File: src/rtl/irqc_pkg.sv
package irqc_pkg;
  localparam int BANKS    = 4;
  localparam int BANK_LB  = 0;
  localparam int BANK_LPC = 1;
  localparam int BANK_PCI = 2;
  localparam int BANK_NMI = 3;
  localparam int REGS_PER_BANK = 4;

  typedef enum logic [1:0] {
    REG_MASK = 2'd0,
    REG_TRIG = 2'd1,
    REG_POL  = 2'd2,
    REG_REQ  = 2'd3
  } reg_sel_e;
endpackage

File: src/rtl/irqc_sync.sv
module irqc_sync #(
  parameter int W = 16
) (
  input  logic         clk_i,
  input  logic         rst_ni,
  input  logic [W-1:0] d_i,
  output logic [W-1:0] q_o
);
  logic [W-1:0] meta_q;
  logic [W-1:0] stab_q;

  always_ff @(posedge clk_i or negedge rst_ni) begin
    if (!rst_ni) begin
      meta_q <= '0;
      stab_q <= '0;
    end else begin
      meta_q <= d_i;
      stab_q <= meta_q;
    end
  end

  assign q_o = stab_q;
endmodule

File: src/rtl/irqc_bank.sv
module irqc_bank
  import irqc_pkg::*;
#(
  parameter int W            = 16,
  parameter bit CLR_BY_WRITE = 1'b0
) (
  input  logic         clk_i,
  input  logic         rst_ni,
  input  logic [W-1:0] raw_i,
  input  logic         cfg_we_i,
  input  reg_sel_e     cfg_sel_i,
  input  logic [W-1:0] cfg_wdata_i,
  output logic [W-1:0] mask_o,
  output logic [W-1:0] trig_o,
  output logic [W-1:0] pol_o,
  output logic [W-1:0] req_o,
  output logic         pend_o
);
  logic [W-1:0] sync_w;
  logic [W-1:0] active_w;
  logic [W-1:0] edge_w;
  logic [W-1:0] clr_w;

  logic [W-1:0] mask_q, mask_d;
  logic [W-1:0] trig_q, trig_d;
  logic [W-1:0] pol_q, pol_d;
  logic [W-1:0] prev_q, prev_d;
  logic [W-1:0] latch_q, latch_d;
  logic         mask_en, trig_en, pol_en;

  irqc_sync #(.W(W)) sync_i (
    .clk_i (clk_i),
    .rst_ni(rst_ni),
    .d_i   (raw_i),
    .q_o   (sync_w)
  );

  assign mask_en = cfg_we_i && (cfg_sel_i == REG_MASK);
  assign trig_en = cfg_we_i && (cfg_sel_i == REG_TRIG);
  assign pol_en  = cfg_we_i && (cfg_sel_i == REG_POL);

  // polarity bit 1: active high, 0: active low
  assign active_w = ~(sync_w ^ pol_q);
  assign edge_w   = active_w & ~prev_q;

  generate
    if (CLR_BY_WRITE) begin : g_wclr
      assign clr_w = (cfg_we_i && (cfg_sel_i == REG_REQ)) ? ~cfg_wdata_i : '0;
    end else begin : g_noclr
      assign clr_w = '0;
    end
  endgenerate

  always_comb begin
    mask_d  = mask_en ? cfg_wdata_i : mask_q;
    trig_d  = trig_en ? cfg_wdata_i : trig_q;
    pol_d   = pol_en  ? cfg_wdata_i : pol_q;
    prev_d  = active_w;
    // new edge wins over a clear in the same cycle; level mode drops the latch
    latch_d = trig_q & ((latch_q & ~clr_w) | edge_w);
  end

  always_ff @(posedge clk_i or negedge rst_ni) begin
    if (!rst_ni) begin
      mask_q  <= '1;
      trig_q  <= '0;
      pol_q   <= '0;
      prev_q  <= '0;
      latch_q <= '0;
    end else begin
      mask_q  <= mask_d;
      trig_q  <= trig_d;
      pol_q   <= pol_d;
      prev_q  <= prev_d;
      latch_q <= latch_d;
    end
  end

  assign req_o  = (trig_q & latch_q) | (~trig_q & active_w);
  assign pend_o = |(req_o & ~mask_q);
  assign mask_o = mask_q;
  assign trig_o = trig_q;
  assign pol_o  = pol_q;
endmodule

File: src/rtl/irqc_top.sv
module irqc_top
  import irqc_pkg::*;
#(
  parameter int LINES  = 16,
  parameter int ADDR_W = 5
) (
  input  logic              clk_i,
  input  logic              rst_ni,
  input  logic              wr_en_i,
  input  logic              rd_en_i,
  input  logic [ADDR_W-1:0] addr_i,
  input  logic [LINES-1:0]  wdata_i,
  input  logic [LINES-1:0]  lb_src_i,
  input  logic [LINES-1:0]  lpc_src_i,
  input  logic [LINES-1:0]  pci_src_i,
  input  logic [LINES-1:0]  nmi_src_i,
  output logic [LINES-1:0]  rdata_o,
  output logic              irq_o
);
  localparam int SUMMARY_ADDR = BANKS * REGS_PER_BANK;
  localparam logic [ADDR_W-1:0] SUM_A = ADDR_W'(SUMMARY_ADDR);
  localparam int SEL_W  = $clog2(REGS_PER_BANK);
  localparam int BANK_W = $clog2(BANKS);

  logic rst_meta_q, rst_n_q;

  logic [BANKS-1:0][LINES-1:0] src_w;
  logic [BANKS-1:0][LINES-1:0] mask_w;
  logic [BANKS-1:0][LINES-1:0] trig_w;
  logic [BANKS-1:0][LINES-1:0] pol_w;
  logic [BANKS-1:0][LINES-1:0] req_w;
  logic [BANKS-1:0]            summary_w;
  logic [BANKS-1:0]            bank_we_w;

  logic              in_banks_w;
  logic [BANK_W-1:0] bank_idx_w;
  reg_sel_e          sel_w;
  logic [LINES-1:0]  rdata_d, rdata_q, rdata_nx;

  // reset: asserted asynchronously, released on the clock
  always_ff @(posedge clk_i or negedge rst_ni) begin
    if (!rst_ni) begin
      rst_meta_q <= 1'b0;
      rst_n_q    <= 1'b0;
    end else begin
      rst_meta_q <= 1'b1;
      rst_n_q    <= rst_meta_q;
    end
  end

  assign src_w[BANK_LB]  = lb_src_i;
  assign src_w[BANK_LPC] = lpc_src_i;
  assign src_w[BANK_PCI] = pci_src_i;
  assign src_w[BANK_NMI] = nmi_src_i;

  assign in_banks_w = addr_i < SUM_A;
  assign bank_idx_w = addr_i[SEL_W +: BANK_W];
  assign sel_w      = reg_sel_e'(addr_i[SEL_W-1:0]);

  genvar g;
  generate
    for (g = 0; g < BANKS; g++) begin : g_bank
      assign bank_we_w[g] = wr_en_i && in_banks_w && (bank_idx_w == BANK_W'(g));

      irqc_bank #(
        .W           (LINES),
        .CLR_BY_WRITE(g == BANK_LPC)
      ) bank_i (
        .clk_i      (clk_i),
        .rst_ni     (rst_n_q),
        .raw_i      (src_w[g]),
        .cfg_we_i   (bank_we_w[g]),
        .cfg_sel_i  (sel_w),
        .cfg_wdata_i(wdata_i),
        .mask_o     (mask_w[g]),
        .trig_o     (trig_w[g]),
        .pol_o      (pol_w[g]),
        .req_o      (req_w[g]),
        .pend_o     (summary_w[g])
      );
    end
  endgenerate

  assign irq_o = |summary_w;

  always_comb begin
    rdata_d = '0;
    if (addr_i == SUM_A) begin
      rdata_d[BANKS-1:0] = summary_w;
    end else if (in_banks_w) begin
      unique case (sel_w)
        REG_MASK: rdata_d = mask_w[bank_idx_w];
        REG_TRIG: rdata_d = trig_w[bank_idx_w];
        REG_POL:  rdata_d = pol_w[bank_idx_w];
        REG_REQ:  rdata_d = req_w[bank_idx_w];
        default:  rdata_d = '0;
      endcase
    end
    rdata_nx = rd_en_i ? rdata_d : rdata_q;
  end

  always_ff @(posedge clk_i or negedge rst_n_q) begin
    if (!rst_n_q) begin
      rdata_q <= '0;
    end else begin
      rdata_q <= rdata_nx;
    end
  end

  assign rdata_o = rdata_q;
endmodule

File: config.mk
export PLATFORM = sky130hd
export DESIGN_NAME = irqc_top
export DESIGN_NICKNAME = d
export VERILOG_FILES = /design/src/rtl/irqc_pkg.sv /design/src/rtl/irqc_sync.sv /design/src/rtl/irqc_bank.sv /design/src/rtl/irqc_top.sv
export SDC_FILE = /design/constraint.sdc
export NUM_CORES = 1
export LEC_CHECK = 0
export BUFFER_PORTS_ARGS = -buffer_cell sky130_fd_sc_hd__buf_2
export CORE_MARGIN = 3
export CORE_UTILIZATION = 55
export CTS_CLUSTER_SIZE = 40
export DETAILED_ROUTE_END_ITERATION = 12
export PLACE_DENSITY = 0.72
export SKIP_CTS_REPAIR_TIMING = 1
export SYNTH_ARGS = -nofsm -noshare
export SYNTH_HDL_FRONTEND = slang
export SYNTH_HIERARCHICAL = 1
export SYNTH_SLANG_ARGS = --single-unit
export TNS_END_PERCENT = 100
File: constraint.sdc
create_clock -name clk_i -period 21.7 [get_ports clk_i]
set_input_delay 1.085 -clock clk_i [delete_from_list [all_inputs] [get_ports clk_i]]
set_output_delay 1.085 -clock clk_i [all_outputs]
set_load 0.1 [all_outputs]
==> results of run 1 <==
layout by cell type, fill, tap and decap left out, types with 9 or more instances in the layout:
| master | count |
|---|---|
| mux2_1 | 19 |
| mux2i_1 | 11 |
| mux2_2 | 237 |
| clkbuf_1 | 14 |
| a2111oi_1 | 11 |
| o21ai_0 | 96 |
| buf_2 | 104 |
| inv_1 | 65 |
| o2111ai_1 | 12 |
| nor2_1 | 106 |
| and2_1 | 20 |
| nand2_1 | 73 |
| clkbuf_8 | 11 |
| mux4_2 | 28 |
| nor3_1 | 9 |
| clkbuf_16 | 49 |
| o22ai_1 | 33 |
| a22oi_1 | 28 |
| o21a_1 | 48 |
| a21o_1 | 11 |
| dfrtp_1 | 401 |
| xor2_1 | 64 |
| dfstp_2 | 64 |
| nand2b_1 | 9 |
| nand3b_1 | 41 |
metal layers:
layer	GRT usage	wire, microns	part of all wire
met2	0.412	23300	0.48
met3	0.0450	3360	0.069
met4	0.0890	1550	0.032
met5	0	0	0
met1	0.356	20300	0.42
power groups by stage:
stage                     Combinational [W]  Clock, W  Sequential [W]
after floorplan                    0.000266         0         0.00115
final                              0.000413  0.000828         0.00113
after global routing               0.000450  0.000881         0.00115
after detailed placement           0.000406         0         0.00115
after CTS                          0.000411  0.000847         0.00113
after global placement             0.000395         0         0.00114
cell type report:
cell class / instances / area [sq um] / area share
flip-flops and latches: 466 / 11700 / 0.527
diodes: 1 / 2.50 / 0.000112
clock inverters: 12 / 166 / 0.00747
inverters: 65 / 244 / 0.0110
multi-input cells: 911 / 7510 / 0.337
repair buffers: 112 / 593 / 0.0266
well taps: 461 / 577 / 0.0259
clock buffers: 74 / 1430 / 0.0642
metrics by stage:
stage / total power (W) / hold WS, ps / util / worst slack, ps / cell area, sq um
after detailed placement: 0.00155 / 335 / 0.581 / 17180 / 20700
final: 0.00238 / 281 / 0.626 / 17460 / 22300
after CTS: 0.00239 / 257 / 0.626 / 17450 / 22300
after floorplan: 0.00141 / 331 / - / 7860 / 19900
after global placement: 0.00153 / 332 / 0.581 / 17300 / 20700
after global routing: 0.00248 / 264 / 0.626 / 17400 / 22300
cell families after synthesis:
logic type             after synthesis  synth area share
buffers and inverters              107            0.0317
AO/OA/AOI/OAI                      248            0.0824
multiplexers                       299             0.188
XOR/XNOR                            64            0.0282
other                                1          0.000189
AND/OR/NAND/NOR                    299            0.0795
flip-flops                         466             0.590
state kept, by name (all words and copies together) (netlist names):
| register | count |
|---|---|
| g_bank.bank_i/prev_q | 64 |
| rst_meta_q | 1 |
| g_bank.bank_i/pol_o | 64 |
| g_bank.bank_i/mask_o | 64 |
| rst_n_q | 1 |
| rdata_o | 16 |
| g_bank.bank_i/sync_i/q_o | 64 |
| g_bank.bank_i/sync_i/meta_q | 64 |
| g_bank.bank_i/trig_o | 64 |
| g_bank.bank_i/latch_q | 64 |
final timing paths:
check	start	end	depth (start not counted)
setup / recovery	g_bank[0].bank_i/mask_o[11]	irq_o	6
hold / removal	rst_ni	rst_n_q	1
setup reg to reg	rst_n_q	g_bank[0].bank_i/sync_i/meta_q[15]	2
hold reg to reg	g_bank[3].bank_i/sync_i/meta_q[13]	g_bank[3].bank_i/sync_i/q_o[13]	0
max in group asynchronous	rst_n_q	g_bank[0].bank_i/sync_i/meta_q[15]	2
min in group clk_i	g_bank[3].bank_i/sync_i/meta_q[13]	g_bank[3].bank_i/sync_i/q_o[13]	0
critical path, delay by kind of cell, from the launching register on:
family	cells	cell delay, ps
AND/OR/NAND/NOR	4	1490
flip-flops	1	560
AO/OA/AOI/OAI	1	200
buffers and inverters	1	330
==> run metrics, run 1 <==
Antenna Nets Post-Route=0; CTS tree=built; Clock power frac=0.349; clk buf depth=3; max frequency=236 MHz; Syn Nets=1573; Rows=69; Slew Limit Fails=0; Clock Sinks=466; root buffer selected by CTS=clkbuf_16; CTS H-tree depth=2; clk slew on worst S/H paths=60 ps; CP Capture Type=output port; Vert. Die Dim=196 microns; Commonest cells post-synth=402 x dfrtp_1, 237 x mux2_2, 106 x nor2_1, 96 x o21ai_0, 73 x nand2_1; non-filler cells, final=2102; Post-synth EDFFs=0; post-synth top area share=0.506; Tcrit/Tclk final=0.195; clk_lat worst skew=580 ps; GRT overflow=0; Final Hold Vio Count=0; gr usage total=0.256; die extent in x=196 microns; drt first-iter violations=1116; slowest cell on the critical path=or4_1; Setup TNS Final=0 ps; Max FO, Critical Path=4; average cell area after synthesis=13.4 sq um; count of cell types in the netlist=48; core area=35600 sq um; most frequent cell after synthesis=dfrtp_1; Cell Area, Synth=19900 sq um; final setup violation count=0; Sw Ratio=0.282; global-route wire length before repair=75200 microns; minimum clock period=4240 ps; Hold Crit Class=primary input to asynchronous set/reset pin; Routed Wire Length=48500 microns; Comb pwr share=0.174; Seq pwr share=0.478; GP Congestion=0.894; Seq cells post-synth=466; Max rail drop VDD=0.0000810 V; CP peak stage delay=600 ps; Slew @ Worst Pin=1210 ps; CP Launch Type=flop; fraction of layout cells with a size suffix above 1=0.321; vias in the first global route=12800; cts bufs inserted=47; YS warnings=6; die area=38500 sq um; fin nets=1692; drt pass-1 iters=7; register area share after synthesis=0.590; placed cell count=2015; worst-case clock skew=16.6 ps; fillers=2747; num ports=106; largest net degree at the start of global routing=179; P&R area growth vs syn=12.0%; outcome=completed; worst endpoint required time=20610 ps; Leakage=10.2 nW; RSZ-0062 raised after global routing=no; path type of the worst setup path=flop to output port; number of antenna violations at the first check in global routing=0; CP arrival=3150 ps; DP HPWL=32700 microns; IO Port Bufs=105; CP Cell Sequence=nand3b_1, o2111ai_1, nor4_1, nand4_1, or4_1, buf_2; Psw=0.000670 W; pwr/cell area=107 nW/um^2; flop2flop setup slack=18890 ps; WL per Instance=23.1 microns; Starting Density=0.559; Int Pwr=0.00171 W; ranking of synthesized cells by area=dfrtp_1 51%, mux2_2 13%, dfstp_2 8.5%; via count=12500; routed vias/inst=5.94; Slew headroom=0.192; synthesized instance count=1484; main flop type after synthesis=dfrtp_1; Synth async-reset ratio=1.00; DRC=0; Yosys top cell by area=dfrtp_1; maxcap violations=0
(Power assumes the default switching activity.)
==> inputs of run 2 (changes only) <==
==> constraint.sdc (replaced) <==
create_clock -name clk_i -period 4 [get_ports clk_i]
set_input_delay 0.2 -clock clk_i [delete_from_list [all_inputs] [get_ports clk_i]]
set_output_delay 0.2 -clock clk_i [all_outputs]
set_load 0.1 [all_outputs]
==> run 2 against run 1 <==
Register-to-register slack worse by 17000 ps. Final cell count up 3.9%. Worst hold slack worse by 220 ps. Global-route usage up 0.40 points. Count of clock-buffer cells in the layout down 7. Non-clock buffer count up 82. Routed wire length up 3.6%. Highest routed layer unchanged. Clock skew up 6.6 ps. Critical path depth up 1. Via count up 1.8%. First-iteration DRC count down 15%. Design area up 4.0%.
==> run metrics, run 2 (synthesis results as in run 1) <==
dpl ws=1240 ps (was 17180 ps); Clock Sinks=466 (unchanged); WP buf/inv=2 (was 1); num ports=106 (unchanged); GP Congestion=0.892 (was 0.894); die extent in x=196 microns (unchanged); Tcrit/Tclk final=0.838; hold slack final=62.3 ps (was 281 ps); fillers=2683 (was 2747); max frequency=298 MHz; vias in the first global route=12900 (was 12800); drt first-iter violations=946 (was 1116); maxcap violations=0 (unchanged); worst endpoint required time=3800 ps (was 20610 ps); Hold Crit Class=primary input to flop (was primary input to asynchronous set/reset pin); CTS tree=built (unchanged); root buffer selected by CTS=clkbuf_16 (unchanged); DRC=0 (unchanged); via count=12700 (was 12500); register area=11700 sq um (unchanged); routed vias/inst=5.82 (was 5.94); fraction of layout cells with a size suffix above 1=0.319 (was 0.321); Max FO, Critical Path=3 (was 4); CP Cell Sequence=xor2_1, inv_1, a22oi_1, and4b_1, nand4_1, or4_1, buf_2 (was nand3b_1, o2111ai_1, nor4_1, nand4_1, or4_1, buf_2); Ant. Diodes=0 (was 1); number of antenna violations at the first check in global routing=0 (unchanged); core area=35600 sq um (unchanged); Antenna Nets Post-Route=0 (unchanged); global-route wire length before repair=76000 microns (was 75200 microns); Starting Density=0.559 (unchanged); footprint of the multi-input gates=7510 sq um (unchanged); CP arrival=3150 ps (about the same); CP top delay family=simple AND/OR/NAND/NOR gates (unchanged); RSZ-0062 raised after global routing=no (unchanged); Final Cell Area=23200 sq um (was 22300 sq um); outcome=completed (unchanged); commonest non-fill, non-tap cell in the layout=dfrtp_1 (unchanged); Slew Limit Fails=0 (unchanged); CP Launch Type=flop (unchanged); clk_lat worst skew=580 ps (about the same); worst-case clock skew=23.2 ps (was 16.6 ps); CP Capture Type=output port (unchanged); minimum clock period=3350 ps; IO Port Bufs=105 (unchanged); P&R area growth vs syn=16.5% (was 12.0%); CP peak stage delay=660 ps (was 600 ps); slowest cell on the critical path=or4_1 (unchanged); Slew @ Worst Pin=925 ps (was 1210 ps); gr usage total=0.260 (was 0.256); Setup WS post-layout=648 ps (was 17460 ps); path type of the worst setup path=flop to output port (unchanged); Rows=69 (unchanged); Max rail drop VDD=0.000423 V (was 0.0000810 V); final setup violation count=0 (unchanged); Area after DPL=20800 sq um (was 20700 sq um); WL per Instance=23.0 microns (was 23.1 microns); commonest non-fill, non-tap cells in the layout=401 x dfrtp_1, 237 x mux2_2, 106 x nor2_1 (unchanged); total power draw=0.0132 W (was 0.00238 W); CTS H-tree depth=2 (unchanged); pwr/cell area=570 nW/um^2 (was 107 nW/um^2); die area=38500 sq um (unchanged); Slew headroom=0.382 (was 0.192); drt pass-1 iters=7 (unchanged); DP HPWL=33800 microns (was 32700 microns); fin nets=1775 (was 1692); largest net degree at the start of global routing=94 (was 179); clk slew on worst S/H paths=60 ps (about the same); cts bufs inserted=48 (was 47); Routed Wire Length=50200 microns (was 48500 microns); Final Hold Vio Count=0 (unchanged); Vert. Die Dim=196 microns (unchanged); GRT overflow=0 (unchanged); clk buf depth=3 (unchanged); Leakage=10.6 nW (was 10.2 nW)
==> run 2: layout make-up <==
type / instances / share of cell area
clock buffers: 67 / 0.0597
clock inverters: 21 / 0.0125
inverters: 65 / 0.0105
multi-input cells: 911 / 0.324
flip-flops and latches: 466 / 0.507
well taps: 461 / 0.0249
repair buffers: 194 / 0.0609
==> run 2: final timing paths <==
path,startpoint,to,cells past startpoint,slack (ps)
min in group asynchronous,rst_n_q,g_bank[3].bank_i/sync_i/meta_q[12],0,380
hold reg to reg,g_bank[0].bank_i/sync_i/meta_q[1],g_bank[0].bank_i/sync_i/q_o[1],0,340
max in group asynchronous,rst_n_q,g_bank[3].bank_i/sync_i/q_o[10],1,2540
setup reg to reg,g_bank[3].bank_i/mask_o[11],rdata_o[3],6,1810
hold / removal,wdata_i[14],g_bank[2].bank_i/pol_o[14],2,60
setup / recovery,g_bank[2].bank_i/pol_o[4],irq_o,7,650
==> run 2: power breakdown <==
part,total [W],switching [W],internal [W]
logic,0.00231,0.00124,0.00107
clock network,0.00473,0.00186,0.00287
registers,0.00616,0.000625,0.00553
total,0.0132,0.00373,0.00947
==> run 2: through the flow <==
step	std cells	setup TNS, ps	utilization
finish	2185	0	0.651
CTS	2119	0	0.633
global placement	2031	0	0.586
floorplan	1484	-207240	-
detailed placement	2031	0	0.586
global route	2185	0	0.651
==> run 2: layer usage <==
metal / share of wire / global-route usage
met5: 0 / 0
met4: 0.043 / 0.108
met3: 0.054 / 0.0380
met2: 0.48 / 0.416
met1: 0.42 / 0.362
==> inputs of run 3 (changes only) <==
--- a/config.mk
+++ b/config.mk
@@ -10,7 +10,7 @@
 export CORE_UTILIZATION = 55
 export CTS_CLUSTER_SIZE = 40
 export DETAILED_ROUTE_END_ITERATION = 12
-export PLACE_DENSITY = 0.72
+export PLACE_DENSITY = 0.75
 export SKIP_CTS_REPAIR_TIMING = 1
 export SYNTH_ARGS = -nofsm -noshare
 export SYNTH_HDL_FRONTEND = slang
==> constraint.sdc (replaced) <==
create_clock -name clk_i -period 2.9 [get_ports clk_i]
set_input_delay 0.145 -clock clk_i [delete_from_list [all_inputs] [get_ports clk_i]]
set_output_delay 0.145 -clock clk_i [all_outputs]
set_load 0.1 [all_outputs]
==> run 3 against run 2 <==
The flow now finishes with violations (negative setup slack). Combinational power grew 44%. Critical path type unchanged. Design area rose by 2.1%. Critical path depth is 1 lower. Die area is the same. Highest routed layer unchanged. Sequential power grew 38%.
==> run metrics, run 3 (synthesis results as in run 1) <==
outcome=finished with violations (was completed); violated checks=negative setup slack; largest net degree at the start of global routing=98 (was 94); num ports=106 (unchanged); core area=35600 sq um (unchanged); fin nets=1798 (was 1775); Setup TNS Final=-50.1 ps (was 0 ps); Sw Ratio=0.287 (was 0.283); Hold Crit Class=primary input to flop (unchanged); CTS tree=built (unchanged); pwr/cell area=759 nW/um^2 (was 570 nW/um^2); CP Capture Type=output port (unchanged); Rows=69 (unchanged); commonest non-fill, non-tap cells in the layout=401 x dfrtp_1, 237 x mux2_2, 106 x nor2_1 (unchanged); Metal-1 WL=20800 microns (was 21300 microns); Max FO, Critical Path=4 (was 3); CP Launch Type=flop (unchanged); die area=38500 sq um (unchanged); GRT overflow=0 (unchanged); Final Hold Vio Count=0 (unchanged); P&R area growth vs syn=19.0% (was 16.5%); RSZ-0062 raised after global routing=yes (was no); DRC=0 (unchanged); reg2reg path depth=7 (was 6); DP HPWL=34200 microns (was 33800 microns); Slew headroom=0.463 (was 0.382); drt pass-1 iters=5 (was 7); total power draw=0.0180 W (was 0.0132 W); clk buf depth=3 (unchanged); drt first-iter violations=1068 (was 946); Int Pwr=0.0128 W (was 0.00947 W); minimum clock period=2950 ps; maxcap violations=0 (unchanged); HP Start=wdata_i[14] (unchanged); Clock power frac=0.340 (was 0.358); worst r2r dst=rdata_o[10] (was rdata_o[3]); flop2flop setup slack=610 ps (was 1810 ps); met2 WL=24300 microns (was 24000 microns); Slew @ Worst Pin=803 ps (was 925 ps); max frequency=339 MHz; Ant. Diodes=0 (unchanged); Antenna Nets Post-Route=0 (unchanged); Seq pwr share=0.474 (was 0.466); Slew Limit Fails=0 (unchanged); path type of the worst setup path=flop to output port (unchanged); Area after DPL=21100 sq um (was 20800 sq um); Psw=0.00516 W (was 0.00373 W); worst hold path endpoint=g_bank[2].bank_i/trig_o[14] (was g_bank[2].bank_i/pol_o[14]); clk_lat worst skew=570 ps (was 580 ps); Tcrit/Tclk final=1.02; GP Congestion=0.897 (was 0.892); Clock Sinks=466 (unchanged); clk slew on worst S/H paths=60 ps (about the same); hold slack final=48.1 ps (was 62.3 ps); vias in the first global route=12800 (was 12900); Vert. Die Dim=196 microns (unchanged); cell count of the worst hold path=2 (unchanged); Max rail drop VDD=0.000667 V (was 0.000423 V); via count=12900 (was 12700); worst-case clock skew=14.8 ps (was 23.2 ps); met3 WL=2930 microns (was 2720 microns); root buffer selected by CTS=clkbuf_16 (unchanged); routed vias/inst=5.86 (was 5.82); Comb pwr share=0.186 (was 0.175); worst flop-to-flop path startpoint=g_bank[0].bank_i/pol_o[10] (was g_bank[3].bank_i/mask_o[11]); worst endpoint required time=2760 ps (was 3800 ps); Leakage=10.7 nW (was 10.6 nW); final setup violation count=1 (was 0); cts bufs inserted=48 (unchanged); Top Layer Used=met4 (unchanged); fraction of layout cells with a size suffix above 1=0.356 (was 0.319); gr usage total=0.257 (was 0.260); global-route wire length before repair=75600 microns (was 76000 microns); CP arrival=2810 ps (was 3150 ps); IO Port Bufs=105 (unchanged); Starting Density=0.559 (unchanged); commonest non-fill, non-tap cell in the layout=dfrtp_1 (unchanged); WL per Instance=22.7 microns (was 23.0 microns); die extent in x=196 microns (unchanged); number of antenna violations at the first check in global routing=0 (unchanged); Setup WS post-layout=-50.1 ps (was 648 ps); Routed Wire Length=50100 microns (was 50200 microns); CTS H-tree depth=2 (unchanged); Final Cell Area=23700 sq um (was 23200 sq um)
==> run 3: cell count changes in the layout (fill, tap and decap cells not counted), sizes merged <==
| cell | delta |
|---|---|
| buf | +23 |
| bufinv | -4 |
| clkbuf | +1 |
| clkinv | +2 |
| inv | -1 |
==> run 3: power groups by stage <==
stage / clock network [W] / registers [W] / logic [W]
global route: 0.00650 / 0.00865 / 0.00360
CTS: 0.00623 / 0.00845 / 0.00313
floorplan: 0 / 0.00856 / 0.00199
finish: 0.00610 / 0.00852 / 0.00333
global placement: 0 / 0.00849 / 0.00302
detailed placement: 0 / 0.00856 / 0.00310
==> run 3: how the worst max path moves through the flow <==
stage	endpoint	cells after the start	slack, ps	startpoint
after floorplan	g_bank[0].bank_i/latch_q[0]	0	-1620	rst_n_q
after global placement	irq_o	7	340	g_bank[1].bank_i/pol_o[11]
after detailed placement	irq_o	7	320	g_bank[1].bank_i/pol_o[13]
after CTS	irq_o	7	-290	g_bank[1].bank_i/pol_o[13]
after global routing	irq_o	6	-90	g_bank[3].bank_i/mask_o[11]
final	irq_o	6	-50	g_bank[3].bank_i/mask_o[11]
==> run 3: area by class of cell <==
type	count	area [sq um]
Tap cell	461	577
Sequential cell	466	11700
Fill cell	2552	11900
Inverter	65	244
Clock inverter	18	178
Multi-Input combinational cell	911	7850
Clock buffer	68	1390
Timing Repair Buffer	217	1670
==> run 3: routing by layer <==
metal  up-vias  track usage
met3       104       0.0412
met1      6629        0.358
li1       5724            -
met2       460        0.412
met5         -            0
met4         0       0.0972
==> run 3: through the flow <==
step	util	setup WS (ps)	instances
final	0.665	-50.1	2206
after global routing	0.665	-94.2	2206
after CTS	0.636	-288	2137
after detailed placement	0.592	318	2051
after global placement	0.592	339	2051
after floorplan	-	-1620	1484
==> run 3: critical path: stages (launching register included) <==
cell	delay (ps)
dfstp_2	540
nand3b_1	200
o2111ai_1	170
nor4_2	310
nand4_1	210
or4_4	630
buf_12	190
